<file path="config.mk">
export PLATFORM = sky130hd
export DESIGN_NAME = tbr_seq
export DESIGN_NICKNAME = d
export VERILOG_FILES = /design/src/rtl/tbr_pkg.sv /design/src/rtl/tbr_decode.sv /design/src/rtl/tbr_agen.sv /design/src/rtl/tbr_seq.sv
export SDC_FILE = /design/constraint.sdc
export NUM_CORES = 1
export LEC_CHECK = 0
export BUFFER_PORTS_ARGS = -buffer_cell sky130_fd_sc_hd__buf_4
export CAP_MARGIN = 25
export CORE_MARGIN = 2
export CORE_UTILIZATION = 50
export CTS_CLUSTER_DIAMETER = 200
export DETAILED_ROUTE_END_ITERATION = 12
export GPL_TIMING_DRIVEN = 0
export PLACE_DENSITY_LB_ADDON = 0.1
export SYNTH_ARGS = -nofsm -noshare
export SYNTH_HDL_FRONTEND = slang
export SYNTH_SLANG_ARGS = --single-unit
</file>
<file path="constraint.sdc">
create_clock -name clk -period 2.6 [get_ports clk]
set_input_delay 0.13 -clock clk [delete_from_list [all_inputs] [get_ports clk]]
set_output_delay 0.13 -clock clk [all_outputs]
set_load 0.03 [all_outputs]
</file>
<file path="src/rtl/tbr_pkg.sv">
package tbr_pkg;

    typedef enum logic [2:0] {
        ST_IDLE,
        ST_CALC,
        ST_READ,
        ST_WAIT,
        ST_UPDATE
    } tbr_state_e;

    // Upper bits of the table-jump opcode; the low field is the index register.
    localparam logic [10:0] JUMP_OPC = 11'b00000000010;

    // Byte length of the instruction; the table starts right after it.
    localparam int unsigned INSTR_BYTES = 2;

endpackage

</file>
<file path="src/rtl/tbr_decode.sv">
module tbr_decode #(
    parameter int INSTR_W = 16,
    parameter int IDX_W   = 5,
    parameter logic [INSTR_W-IDX_W-1:0] OPC = tbr_pkg::JUMP_OPC
) (
    input  logic [INSTR_W-1:0] instr,
    output logic               hit,
    output logic [IDX_W-1:0]   idx
);
    always_comb begin
        hit = (instr[INSTR_W-1:IDX_W] == OPC);
        idx = instr[IDX_W-1:0];
    end
endmodule

</file>
<file path="src/rtl/tbr_agen.sv">
module tbr_agen #(
    parameter int ADDR_W  = 32,
    parameter int DATA_W  = 32,
    parameter int ENTRY_W = 16
) (
    input  logic [ADDR_W-1:0]  base,
    input  logic [DATA_W-1:0]  index_val,
    input  logic [ENTRY_W-1:0] entry,
    output logic [ADDR_W-1:0]  tab_addr,
    output logic [ADDR_W-1:0]  target
);
    localparam int EXT_W = ADDR_W - ENTRY_W;

    logic [ADDR_W-1:0] idx_ext;
    logic [ADDR_W-1:0] ent_ext;

    always_comb begin
        idx_ext  = ADDR_W'(index_val);
        ent_ext  = {{EXT_W{entry[ENTRY_W-1]}}, entry};
        tab_addr = base + (idx_ext << 1);
        target   = base + (ent_ext << 1);
    end
endmodule

</file>
<file path="src/rtl/tbr_seq.sv">
module tbr_seq #(
    parameter int ADDR_W  = 32,
    parameter int DATA_W  = 32,
    parameter int ENTRY_W = 16,
    parameter int INSTR_W = 16,
    parameter int IDX_W   = 5
) (
    input  logic               clk,
    input  logic               rst_n,
    input  logic               start,
    input  logic [INSTR_W-1:0] instr,
    input  logic [ADDR_W-1:0]  pc_in,
    output logic [IDX_W-1:0]   reg_sel,
    input  logic [DATA_W-1:0]  reg_data,
    output logic               mem_rd,
    output logic [ADDR_W-1:0]  mem_addr,
    input  logic [ENTRY_W-1:0] mem_data,
    output logic               pc_load,
    output logic [ADDR_W-1:0]  pc_next,
    output logic               done,
    output logic               busy
);
    import tbr_pkg::*;

    localparam logic [ADDR_W-1:0] STEP = ADDR_W'(INSTR_BYTES);

    tbr_state_e state, state_nx;

    logic               dec_hit;
    logic [IDX_W-1:0]   dec_idx;
    logic [IDX_W-1:0]   idx_q;
    logic [ADDR_W-1:0]  base_q;
    logic [ADDR_W-1:0]  addr_q;
    logic [ENTRY_W-1:0] entry_q;
    logic [ADDR_W-1:0]  tab_addr;
    logic [ADDR_W-1:0]  target;

    tbr_decode #(
        .INSTR_W (INSTR_W),
        .IDX_W   (IDX_W)
    ) u_decode (
        .instr (instr),
        .hit   (dec_hit),
        .idx   (dec_idx)
    );

    tbr_agen #(
        .ADDR_W  (ADDR_W),
        .DATA_W  (DATA_W),
        .ENTRY_W (ENTRY_W)
    ) u_agen (
        .base      (base_q),
        .index_val (reg_data),
        .entry     (entry_q),
        .tab_addr  (tab_addr),
        .target    (target)
    );

    // Next-state logic
    always_comb begin
        state_nx = state;
        unique case (state)
            ST_IDLE:   if (start && dec_hit) state_nx = ST_CALC;
            ST_CALC:   state_nx = ST_READ;
            ST_READ:   state_nx = ST_WAIT;
            ST_WAIT:   state_nx = ST_UPDATE;
            ST_UPDATE: state_nx = ST_IDLE;
            default:   state_nx = ST_IDLE;
        endcase
    end

    // State register
    always_ff @(posedge clk) begin
        if (!rst_n) state <= ST_IDLE;
        else        state <= state_nx;
    end

    // Datapath captures, one per state
    always_ff @(posedge clk) begin
        if (!rst_n) begin
            idx_q   <= '0;
            base_q  <= '0;
            addr_q  <= '0;
            entry_q <= '0;
        end else begin
            unique case (state)
                ST_IDLE: if (start && dec_hit) begin
                    idx_q  <= dec_idx;
                    base_q <= pc_in + STEP;
                end
                ST_CALC:   addr_q  <= tab_addr;
                ST_WAIT:   entry_q <= mem_data;
                default:   ;
            endcase
        end
    end

    // Outputs
    always_comb begin
        reg_sel  = idx_q;
        mem_addr = addr_q;
        pc_next  = target;
        mem_rd   = 1'b0;
        pc_load  = 1'b0;
        done     = 1'b0;
        busy     = 1'b1;
        unique case (state)
            ST_IDLE:   busy = 1'b0;
            ST_READ:   mem_rd = 1'b1;
            ST_UPDATE: begin
                pc_load = 1'b1;
                done    = 1'b1;
            end
            default:   ;
        endcase
    end

endmodule

</file>
==> results of run 1 <==
[power by group]
group	switching, mW	internal (mW)	total [mW]	leakage (nW)
Combinational	0.171	0.172	0.343	3.56
Sequential	0.000355	1.34	1.34	0.715
Clock	0.585	0.836	1.42	0.161
[registers in the layout (all words and copies together), names as in the netlist]
signal    flops
base_q       32
reg_sel       5
state         3
mem_addr     32
entry_q      16
[cell type report]
type	instances	area share, %
Sequential cell	88	18.4
Buffer	39	2.64
Tap cell	180	2.32
Timing Repair Buffer	199	15.7
Clock inverter	4	0.605
Clock buffer	12	2.74
Inverter	13	0.502
Multi-Input combinational cell	729	57.1
[per-layer routing]
layer  wire [um]  global-route usage [%]  vias up
li1            -                       -     3592
met1       10100                    38.3     3447
met2       10300                    45.8      244
met3        1200                    5.72       35
met4         514                    7.33        0
met5           0                       0        -
[through the flow]
step                      std cells  setup slack (ps)  hold WS (ps)
final                          1264              -332          27.9
after global routing           1264              -369          39.5
after CTS                      1250              -286          28.6
after detailed placement       1222              -412           398
after global placement         1222              -382           386
after floorplan                 872             -76.5           267
[worst max-delay path: cells and delay by family (launching register included)]
family | cells | cell delay, ps
adders and majority gates | 2 | 540
buffers and inverters | 2 | 330
AOI/OAI and AO/OA | 6 | 1030
xor gates and xnor gates | 1 | 190
DFF | 1 | 360
[synthesized netlist by cell type, drive strengths merged (12+ instances only)]
library cell | n | area share [%]
nand2 | 130 | 7.0
dfxtp | 88 | 25
a21oi | 66 | 4.7
ha | 61 | 11
o21ai | 55 | 4.1
nor2 | 46 | 2.5
nand3 | 39 | 2.8
xnor2 | 39 | 4.9
xor2 | 38 | 4.7
o211a | 30 | 4.3
clkbuf | 24 | 2.0
a21boi | 23 | 2.5
nand4 | 20 | 1.9
a21o | 19 | 2.0
buf | 17 | 1.7
and3 | 16 | 1.5
inv | 13 | 0.69
a211oi | 12 | 1.3
nor2b | 12 | 1.1
o21a | 12 | 1.3
[final timing paths]
check,cells after the start,end
max reg2reg,10,mem_addr[27]$_SDFFE_PN0P_
max,11,pc_next[29]
min reg2reg,2,mem_addr[12]$_SDFFE_PN0P_
min,3,entry_q[1]$_SDFFE_PN0P_
[timing repair]
action,CTS,global route
endpoints found under the hold margin,0,0
endpoints found under the setup margin,20,25
hold buffers,0,0
pin swaps,21,25
resized for setup,52,67
buffers inserted,15,16
[cell families after synthesis]
group,count (synthesis)
AND/OR/NAND/NOR,310
AO/OA/AOI/OAI,271
flip-flops,88
XOR/XNOR,77
adder cells (fa/ha/maj),63
buffers and inverters,55
multiplexers,8
==> run_results.csv, run 1 <==
group,metric,value,unit
outcome,status,"finished, violations left",
outcome,failed_checks,"setup timing",
sta,slew_headroom,38.6,%
sta,maxSlewViolCount,0,
route,detailroute.via_count,7318,
cts,cts-htree-levels,3,
sta,tightestPinTransition,921,ps
synth,muxShareOfSynthArea,1.14,%
synth,synth_cell_types,72,
power_and_ir_drop,design_power_total,3.11,mW
route,wirelength,22.1,mm
critical_path,worst_path_largest_cell_delay,380,ps
die,core,13800,um^2
sta,postLayoutSetupSlackWorst,-332,ps
cts,clock_insertion_delay_worst_skew,350,ps
synth,yosys.area_share.xor_xnor,9.60,%
sta,fmaxAchievable,0.341,GHz
min_path,min_from,"mem_data[1]",
synth,synth-seq-cells,88,
sta,timing.final.crit_period,2930,ps
global_routing,maximum_number_of_pins_on_one_net_before_global_route_repair,16,
power_and_ir_drop,vdd.ir_drop.worst,0.000291,V
critical_path,cell_with_the_largest_stage_delay_on_the_worst_path,"sky130_fd_sc_hd__fa_2",
finish,postLayoutCoreUtil,70.2,%
synth,synth.cell_area,7030,um^2
route,remaining_drc_errors,0,
finish,antenna_cells_inserted,0,
power_and_ir_drop,power.static_leakage,4.44,nW
sta,clock_skew,8.22,ps
sta,setup_tns,-2660,ps
synth,synth_compound_gate_area_share,26.7,%
route,violation_count_after_the_first_detailed_route_iteration,461,
synth,synth_top_flop_cell,"sky130_fd_sc_hd__dfxtp_1",
global_routing,grt_antenna_before_repair,0,
critical_path,worstSetupPathType,"reg -> out",
synth,synth_sequential_area_ratio,25.1,%
synth,yosysWarningCount,0,
route,drt_pass1_iterations,5,
synth,synth.avg_cell_area,8.06,um^2
finish,register_cell_area_after_layout,1780,um^2
die,io-pin-count,172,
die,std_cell_rows,43,
sta,rsz0062_at_grt,"true",
synth,ys_async_sr_fraction,0,%
critical_path,worstReg2RegStart,"base_q[1]$_SDFFE_PN0P_",
critical_path,worstPathMaxFanout,3,
global_routing,first_global_vias,6634,
placement,placed_area,8590,um^2
finish,final_area,9710,um^2
critical_path,cp-end-kind,"primary output",
global_routing,gr-total-overflow,0,
synth,number_of_enable_type_register_cells_in_the_synthesized_netlist,0,
min_path,holdCritPathClass,"in -> reg",
finish,multiInputGateArea,5550,um^2
critical_path,critical_path.cell_chain,"ha_4 > fa_2 > a211oi_4 > o21ai_4 > a21oi_4 > o41ai_4 > a221oi_2 > buf_4 > o31ai_4 > xor2_2 > buf_6",
sta,hold_viol_final,0,
route,detail_route.wl_per_cell,17.5,um
run,maxCapViolCount,0,
route,postRouteAntennaNets,0,
cts,cts.clk_slew.worst_paths,70,ps
synth,synthesis.instances,872,
critical_path,worst_setup_path_startpoint,"base_q[1]$_SDFFE_PN0P_",
placement,portBuffers,170,
synth,adder_cell_share_of_the_synthesized_area,11.4,%
placement,detailed_place_hpwl,16.5,mm
critical_path,arrival,2800,ps
sta,setup_viol,18,
critical_path,critical_path_required,2470,ps
finish,fin_nets,1241,
route,via_per_inst,5.79,
die,die_width,123,um
cts,tritoncts.num_buffers,9,
die,design.die.area,15000,um^2
critical_path,worstSetupStartpointType,"flip-flop",
placement,routabilityCongestion,0.888,
global_routing,grt_first_pass_wirelength,33.2,mm
power_and_ir_drop,power_per_cell_area,320,nW/um^2
global_routing,track_usage,28.2,%
critical_path,worst-r2r-setup-slack,140,ps
finish,fillers,1153,
synth,synth_fp_nets,1034,
finish,drive_above_1_share,31.3,%
finish,final_common_cell,"sky130_fd_sc_hd__buf_4",
finish,area_overhead_vs_synth,38.3,%
die,floorplan.initialDensity,50.8,%
cts,clock_tree.buffer_depth,2,
sta,post-route-period-util,113,%
die,chip_height,123,um
finish,final_cell_mix,"sky130_fd_sc_hd__buf_4, sky130_fd_sc_hd__nand2_1, sky130_fd_sc_hd__dfxtp_1",
cts,cts_sinks,88,
cts,clock_tree_from_tritoncts,"done",
synth,post_synth_and_or_nand_nor_area_fraction,21.5,%
cts,master_cell_of_the_clock_root_buffer,"sky130_fd_sc_hd__clkbuf_16",
synth,synth_top_family_by_area,"compound AO/OA/AOI/OAI gates",
Note: power is estimated with default switching activity, not from simulation.
==> run 2, diff against run 1 <==
BUFFER_PORTS_ARGS = unset   (was -buffer_cell sky130_fd_sc_hd__buf_4)
CORE_UTILIZATION = 55   (was 50)
DONT_BUFFER_PORTS = 1   (was unset)
==> run_results.csv, run 2 (synthesis results as in run 1) <==
group,metric,value,unit
power_and_ir_drop,power.switching,671,uW
critical_path,worstRegToRegCells,8,
min_path,hold-path-endpoint,"mem_addr[26]$_SDFFE_PN0P_",
finish,antenna_cells_inserted,0,
sta,setup_viol,12,
critical_path,critical_path_required,2470,ps
die,die_width,117,um
route,via_per_inst,6.15,
placement,detailed_place_hpwl,16.6,mm
global_routing,first_global_vias,6558,
min_path,holdCritPathClass,"in -> reg",
sta,hold_viol_final,0,
power_and_ir_drop,power_per_cell_area,334,nW/um^2
outcome,failed_checks,"setup timing",
global_routing,track_usage,31.9,%
critical_path,cp-end-kind,"primary output",
power_and_ir_drop,vdd.ir_drop.worst,0.000352,V
finish,final_cell_mix,"sky130_fd_sc_hd__nand2_1, sky130_fd_sc_hd__dfxtp_1, sky130_fd_sc_hd__a21oi_1",
finish,fin_nets,1096,
route,postRouteAntennaNets,0,
die,io-pin-count,172,
min_path,hold_path_depth,2,
finish,drive_above_1_share,18.9,%
power_and_ir_drop,cellInternalPower,2.29,mW
global_routing,gr-total-overflow,0,
critical_path,worst-r2r-setup-slack,120,ps
die,std_cell_rows,41,
cts,master_cell_of_the_clock_root_buffer,"sky130_fd_sc_hd__clkbuf_16",
global_routing,maximum_number_of_pins_on_one_net_before_global_route_repair,15,
placement,routabilityCongestion,0.918,
global_routing,grt_antenna_before_repair,1,
sta,slew_headroom,31.1,%
sta,tightestPinTransition,1030,ps
power_and_ir_drop,seq_power_share,45.5,%
sta,setup_tns,-2250,ps
cts,cts-htree-levels,3,
route,drt_pass1_iterations,5,
finish,final_common_cell,"sky130_fd_sc_hd__nand2_1",
cts,clock_tree.buffer_depth,2,
power_and_ir_drop,power.static_leakage,3.81,nW
critical_path,worst_r2r_endpoint,"mem_addr[28]$_SDFFE_PN0P_",
critical_path,worstPathMaxFanout,4,
cts,clock_insertion_delay_worst_skew,350,ps
power_and_ir_drop,switching_share,22.7,%
run,maxCapViolCount,0,
finish,area_overhead_vs_synth,26.1,%
outcome,status,"finished, violations left",
placement,portBuffers,0,
sta,timing.final.crit_period,2880,ps
global_routing,grt_first_pass_wirelength,33.5,mm
critical_path,worstSetupPathType,"reg -> out",
cts,cts.clk_slew.worst_paths,70,ps
min_path,min_from,"rst_n",
critical_path,worstSetupStartpointType,"flip-flop",
die,chip_height,117,um
route,remaining_drc_errors,0,
sta,clock_skew,9.27,ps
critical_path,worstReg2RegStart,"base_q[10]$_SDFFE_PN0P_",
die,floorplan.initialDensity,55.9,%
die,design.die.area,13700,um^2
power_and_ir_drop,power.combinational.fraction,7.8,%
finish,final_area,8860,um^2
critical_path,arrival,2750,ps
route,detailroute.via_count,6826,
sta,post-route-period-util,111,%
cts,clock_tree_from_tritoncts,"done",
route,violation_count_after_the_first_detailed_route_iteration,360,
sta,rsz0062_at_grt,"true",
cts,tritoncts.num_buffers,9,
power_and_ir_drop,pwr-share-clk,46.7,%
route,detail_route.wl_per_cell,20.1,um
sta,fmaxAchievable,0.347,GHz
route,wirelength,22.3,mm
sta,maxSlewViolCount,0,
die,core,12600,um^2
placement,placed_area,7300,um^2
cts,cts_sinks,88,
sta,postLayoutSetupSlackWorst,-281,ps
-- run 2: cell types whose count changed in the layout (fill, tap and decap cells not counted), sizes merged --
cell and change:
inv -1, buf -169, clkbuf -3, clkinvlp +1, dlygate4sd3 +25, bufinv +1
-- run 2: power groups by stage --
stage	Clock, mW	Combinational [mW]	Sequential [mW]
final	1.38	0.232	1.35
after global routing	1.46	0.252	1.34
after global placement	0	0.189	1.38
after CTS	1.40	0.225	1.35
after floorplan	0	0.147	1.38
after detailed placement	0	0.192	1.38
-- run 2: per-stage QoR --
stage	total power [mW]	setup WS [ps]	util, %	hold WS, ps	instances
after floorplan	1.53	-76.5	-	267	872
after global placement	1.57	-416	58.1	281	1044
after detailed placement	1.57	-442	58.1	281	1044
after CTS	2.97	-354	67.3	21.7	1103
after global routing	3.06	-349	70.5	34.2	1110
final	2.96	-281	70.5	31.5	1110
-- run 2: critical path, cell delays in order (launching register included) --
cell and delay (ps):
sky130_fd_sc_hd__dfxtp_1 370, sky130_fd_sc_hd__ha_4 310, sky130_fd_sc_hd__o21ai_0 110, sky130_fd_sc_hd__o21ai_2 260, sky130_fd_sc_hd__a21oi_2 120, sky130_fd_sc_hd__o41ai_4 390
sky130_fd_sc_hd__a221oi_2 100, sky130_fd_sc_hd__buf_4 180, sky130_fd_sc_hd__o31ai_4 280, sky130_fd_sc_hd__xor2_4 280
-- run 2: what timing repair did --
item | in CTS | in global routing
endpoints found under the hold margin | 25 | 0
setup buffers | 21 | 10
gates resized for setup | 78 | 63
hold buffers | 25 | 0
endpoints found under the setup margin | 25 | 42
pin swaps | 27 | 30
-- run 2: how the worst max path moves through the flow --
stage | start | endpoint | slack [ps] | depth (start not counted)
after CTS | base_q[1]$_SDFFE_PN0P_ | pc_next[29] | -350 | 10
after floorplan | base_q[1]$_SDFFE_PN0P_ | pc_next[25] | -80 | 9
after global routing | base_q[1]$_SDFFE_PN0P_ | pc_next[29] | -350 | 10
after global placement | base_q[1]$_SDFFE_PN0P_ | pc_next[25] | -420 | 9
final | base_q[5]$_SDFFE_PN0P_ | pc_next[29] | -280 | 9
after detailed placement | base_q[1]$_SDFFE_PN0P_ | pc_next[25] | -440 | 9
-- run 2: routing by layer --
layer / GRT usage, % / vias to the layer above / share of wire (%)
met5: 0 / - / 0.058
met3: 9.27 / 42 / 8.5
li1: - / 3318 / -
met1: 38.4 / 3206 / 41
met2: 54.1 / 258 / 48
met4: 11.6 / 2 / 2.6
-- run 2: final cells by class --
| cell class | instances | area [um^2] |
|---|---|---|
| multi-input cells | 729 | 5760 |
| fillers | 980 | 3710 |
| flip-flops and latches | 88 | 1780 |
| repair buffers | 54 | 487 |
| plain buffers | 39 | 258 |
| clock buffers | 10 | 229 |
| well taps | 172 | 215 |
| clock inverters | 5 | 81.3 |
| inverters | 13 | 48.8 |
==> run 3, diff against run 2 <==
--- a/config.mk
+++ b/config.mk
@@ -6,5 +6,4 @@
 export NUM_CORES = 1
 export LEC_CHECK = 0
-export CAP_MARGIN = 25
 export CORE_MARGIN = 2
 export CORE_UTILIZATION = 55
==> constraint.sdc (replaced) <==
create_clock -name clk -period 2.6 [get_ports clk]
set_input_delay 0.13 -clock clk [delete_from_list [all_inputs] [get_ports clk]]
set_output_delay 0.13 -clock clk [all_outputs]
set_load 0.1 [all_outputs]
==> run_results.csv, run 3 (synthesis results as in run 1) <==
group,metric,value,unit
outcome,status,"finished, violations left",
outcome,failed_checks,"setup timing",
finish,final_cell_mix,"sky130_fd_sc_hd__nand2_1, sky130_fd_sc_hd__dfxtp_1, sky130_fd_sc_hd__a21oi_1",
power_and_ir_drop,design_power_total,3.04,mW
critical_path,critical_path_required,2470,ps
sta,clock_skew,7.29,ps
sta,setup_viol,27,
die,core,12600,um^2
die,io-pin-count,172,
finish,drive_above_1_share,25.0,%
global_routing,grt_first_pass_wirelength,36.9,mm
finish,fillers,826,
route,detail_route.wl_per_cell,23.5,um
power_and_ir_drop,switching_share,23.6,%
sta,fmaxAchievable,0.300,GHz
cts,cts_sinks,88,
power_and_ir_drop,power.switching,718,uW
global_routing,maximum_number_of_pins_on_one_net_before_global_route_repair,16,
global_routing,grt_antenna_before_repair,1,
route,postRouteAntennaNets,0,
sta,hold_viol_final,0,
route,violation_count_after_the_first_detailed_route_iteration,554,
die,std_cell_rows,41,
route,detailroute.via_count,7382,
sta,post-route-period-util,128,%
cts,clock_tree.buffer_depth,2,
power_and_ir_drop,cellInternalPower,2.32,mW
power_and_ir_drop,power.static_leakage,4.09,nW
critical_path,worstSetupPathType,"reg -> out",
die,chip_height,117,um
sta,slew_headroom,21.7,%
power_and_ir_drop,pwr-share-clk,47.9,%
finish,final_common_cell,"sky130_fd_sc_hd__nand2_1",
critical_path,arrival,3210,ps
route,via_per_inst,6.50,
sta,maxSlewViolCount,0,
die,die_width,117,um
cts,clock_insertion_delay_worst_skew,360,ps
global_routing,gr-total-overflow,0,
route,wirelength,26.7,mm
route,remaining_drc_errors,0,
run,maxCapViolCount,0,
sta,hold_slack,24.6,ps
placement,preCtsSetupSlack,-819,ps
sta,rsz0062_at_grt,"true",
cts,master_cell_of_the_clock_root_buffer,"sky130_fd_sc_hd__clkbuf_16",
min_path,holdCritPathClass,"in -> reg",
global_routing,track_usage,35.2,%
sta,tightestPinTransition,1170,ps
sta,postLayoutSetupSlackWorst,-737,ps
global_routing,first_global_vias,7099,
sta,setup_tns,-9850,ps
placement,portBuffers,0,
power_and_ir_drop,seq_power_share,44.2,%
power_and_ir_drop,vdd.ir_drop.worst,0.000414,V
critical_path,worstSetupStartpointType,"flip-flop",
finish,fin_nets,1120,
die,floorplan.initialDensity,55.9,%
cts,cts-htree-levels,3,
cts,clock_tree_from_tritoncts,"done",
die,design.die.area,13700,um^2
cts,cts.clk_slew.worst_paths,70,ps
critical_path,cp-end-kind,"primary output",
power_and_ir_drop,power.combinational.fraction,7.9,%
cts,tritoncts.num_buffers,9,
route,drt_pass1_iterations,5,
placement,detailed_place_hpwl,16.9,mm
power_and_ir_drop,power_per_cell_area,317,nW/um^2
critical_path,worstPathMaxFanout,4,
sta,timing.final.crit_period,3340,ps
finish,postLayoutCoreUtil,76.2,%
finish,area_overhead_vs_synth,36.4,%
placement,routabilityCongestion,0.911,
## run 3: cell type report
cell class                 instances  area, um^2  area share (%)
clock buffer                      10         239            2.49
timing repair buffer              79         728            7.60
tap                              172         215            2.25
sequential                        88        1800            18.8
inverter                          13        48.8           0.509
multi-input combinational        729        6200            64.7
antenna                            1        2.50          0.0261
clock inverter                     6        90.1           0.940
buffer                            38         253            2.64
## run 3: final timing paths
check / startpoint / end / slack (ps) / depth (start not counted)
worst max register to register: base_q[7]$_SDFFE_PN0P_ / mem_addr[28]$_SDFFE_PN0P_ / 70 / 9
worst min-delay path: rst_n / mem_addr[23]$_SDFFE_PN0P_ / 20 / 2
worst max-delay path: entry_q[8]$_SDFFE_PN0P_ / pc_next[30] / -740 / 8
worst min register to register: base_q[0]$_SDFFE_PN0P_ / mem_addr[0]$_SDFFE_PN0P_ / 480 / 2
## run 3: critical path: stages, from the launching register on
cell	delay [ps]
sky130_fd_sc_hd__dfxtp_4	370
sky130_fd_sc_hd__ha_4	280
sky130_fd_sc_hd__a211oi_4	360
sky130_fd_sc_hd__o211ai_1	250
sky130_fd_sc_hd__a211oi_1	320
sky130_fd_sc_hd__a22o_1	220
sky130_fd_sc_hd__o31a_1	340
sky130_fd_sc_hd__o21ai_4	110
sky130_fd_sc_hd__xnor2_4	600
## run 3: per-stage QoR
stage / std cells / cell area [um^2]
after floorplan: 872 / 7400
after global placement: 1044 / 7610
after detailed placement: 1046 / 7670
after CTS: 1114 / 9180
after global routing: 1136 / 9580
final: 1136 / 9580
## run 3: metal layers
layer	vias to the layer above	part of all wire (%)	GRT usage, %
li1	3364	-	-
met1	3497	36	39.9
met2	411	49	61.5
met3	110	9.4	9.58
met4	0	5.6	16.9
met5	-	0	0
## run 3: power by group through the flow
stage | Combinational [mW] | Clock, mW | Sequential [mW]
6_report | 0.239 | 1.46 | 1.34
5_1_grt | 0.256 | 1.51 | 1.34
4_1_cts | 0.226 | 1.46 | 1.35
3_5_place_dp | 0.193 | 0 | 1.38
3_3_place_gp | 0.190 | 0 | 1.38
2_1_floorplan | 0.149 | 0 | 1.38
## run 3: repair_timing
action,in CTS,in global routing
resized for setup,128,57
hold endpoints to repair,25,0
pin swaps,47,57
setup buffers,30,25
hold buffers,25,0
endpoints found under the setup margin,64,36
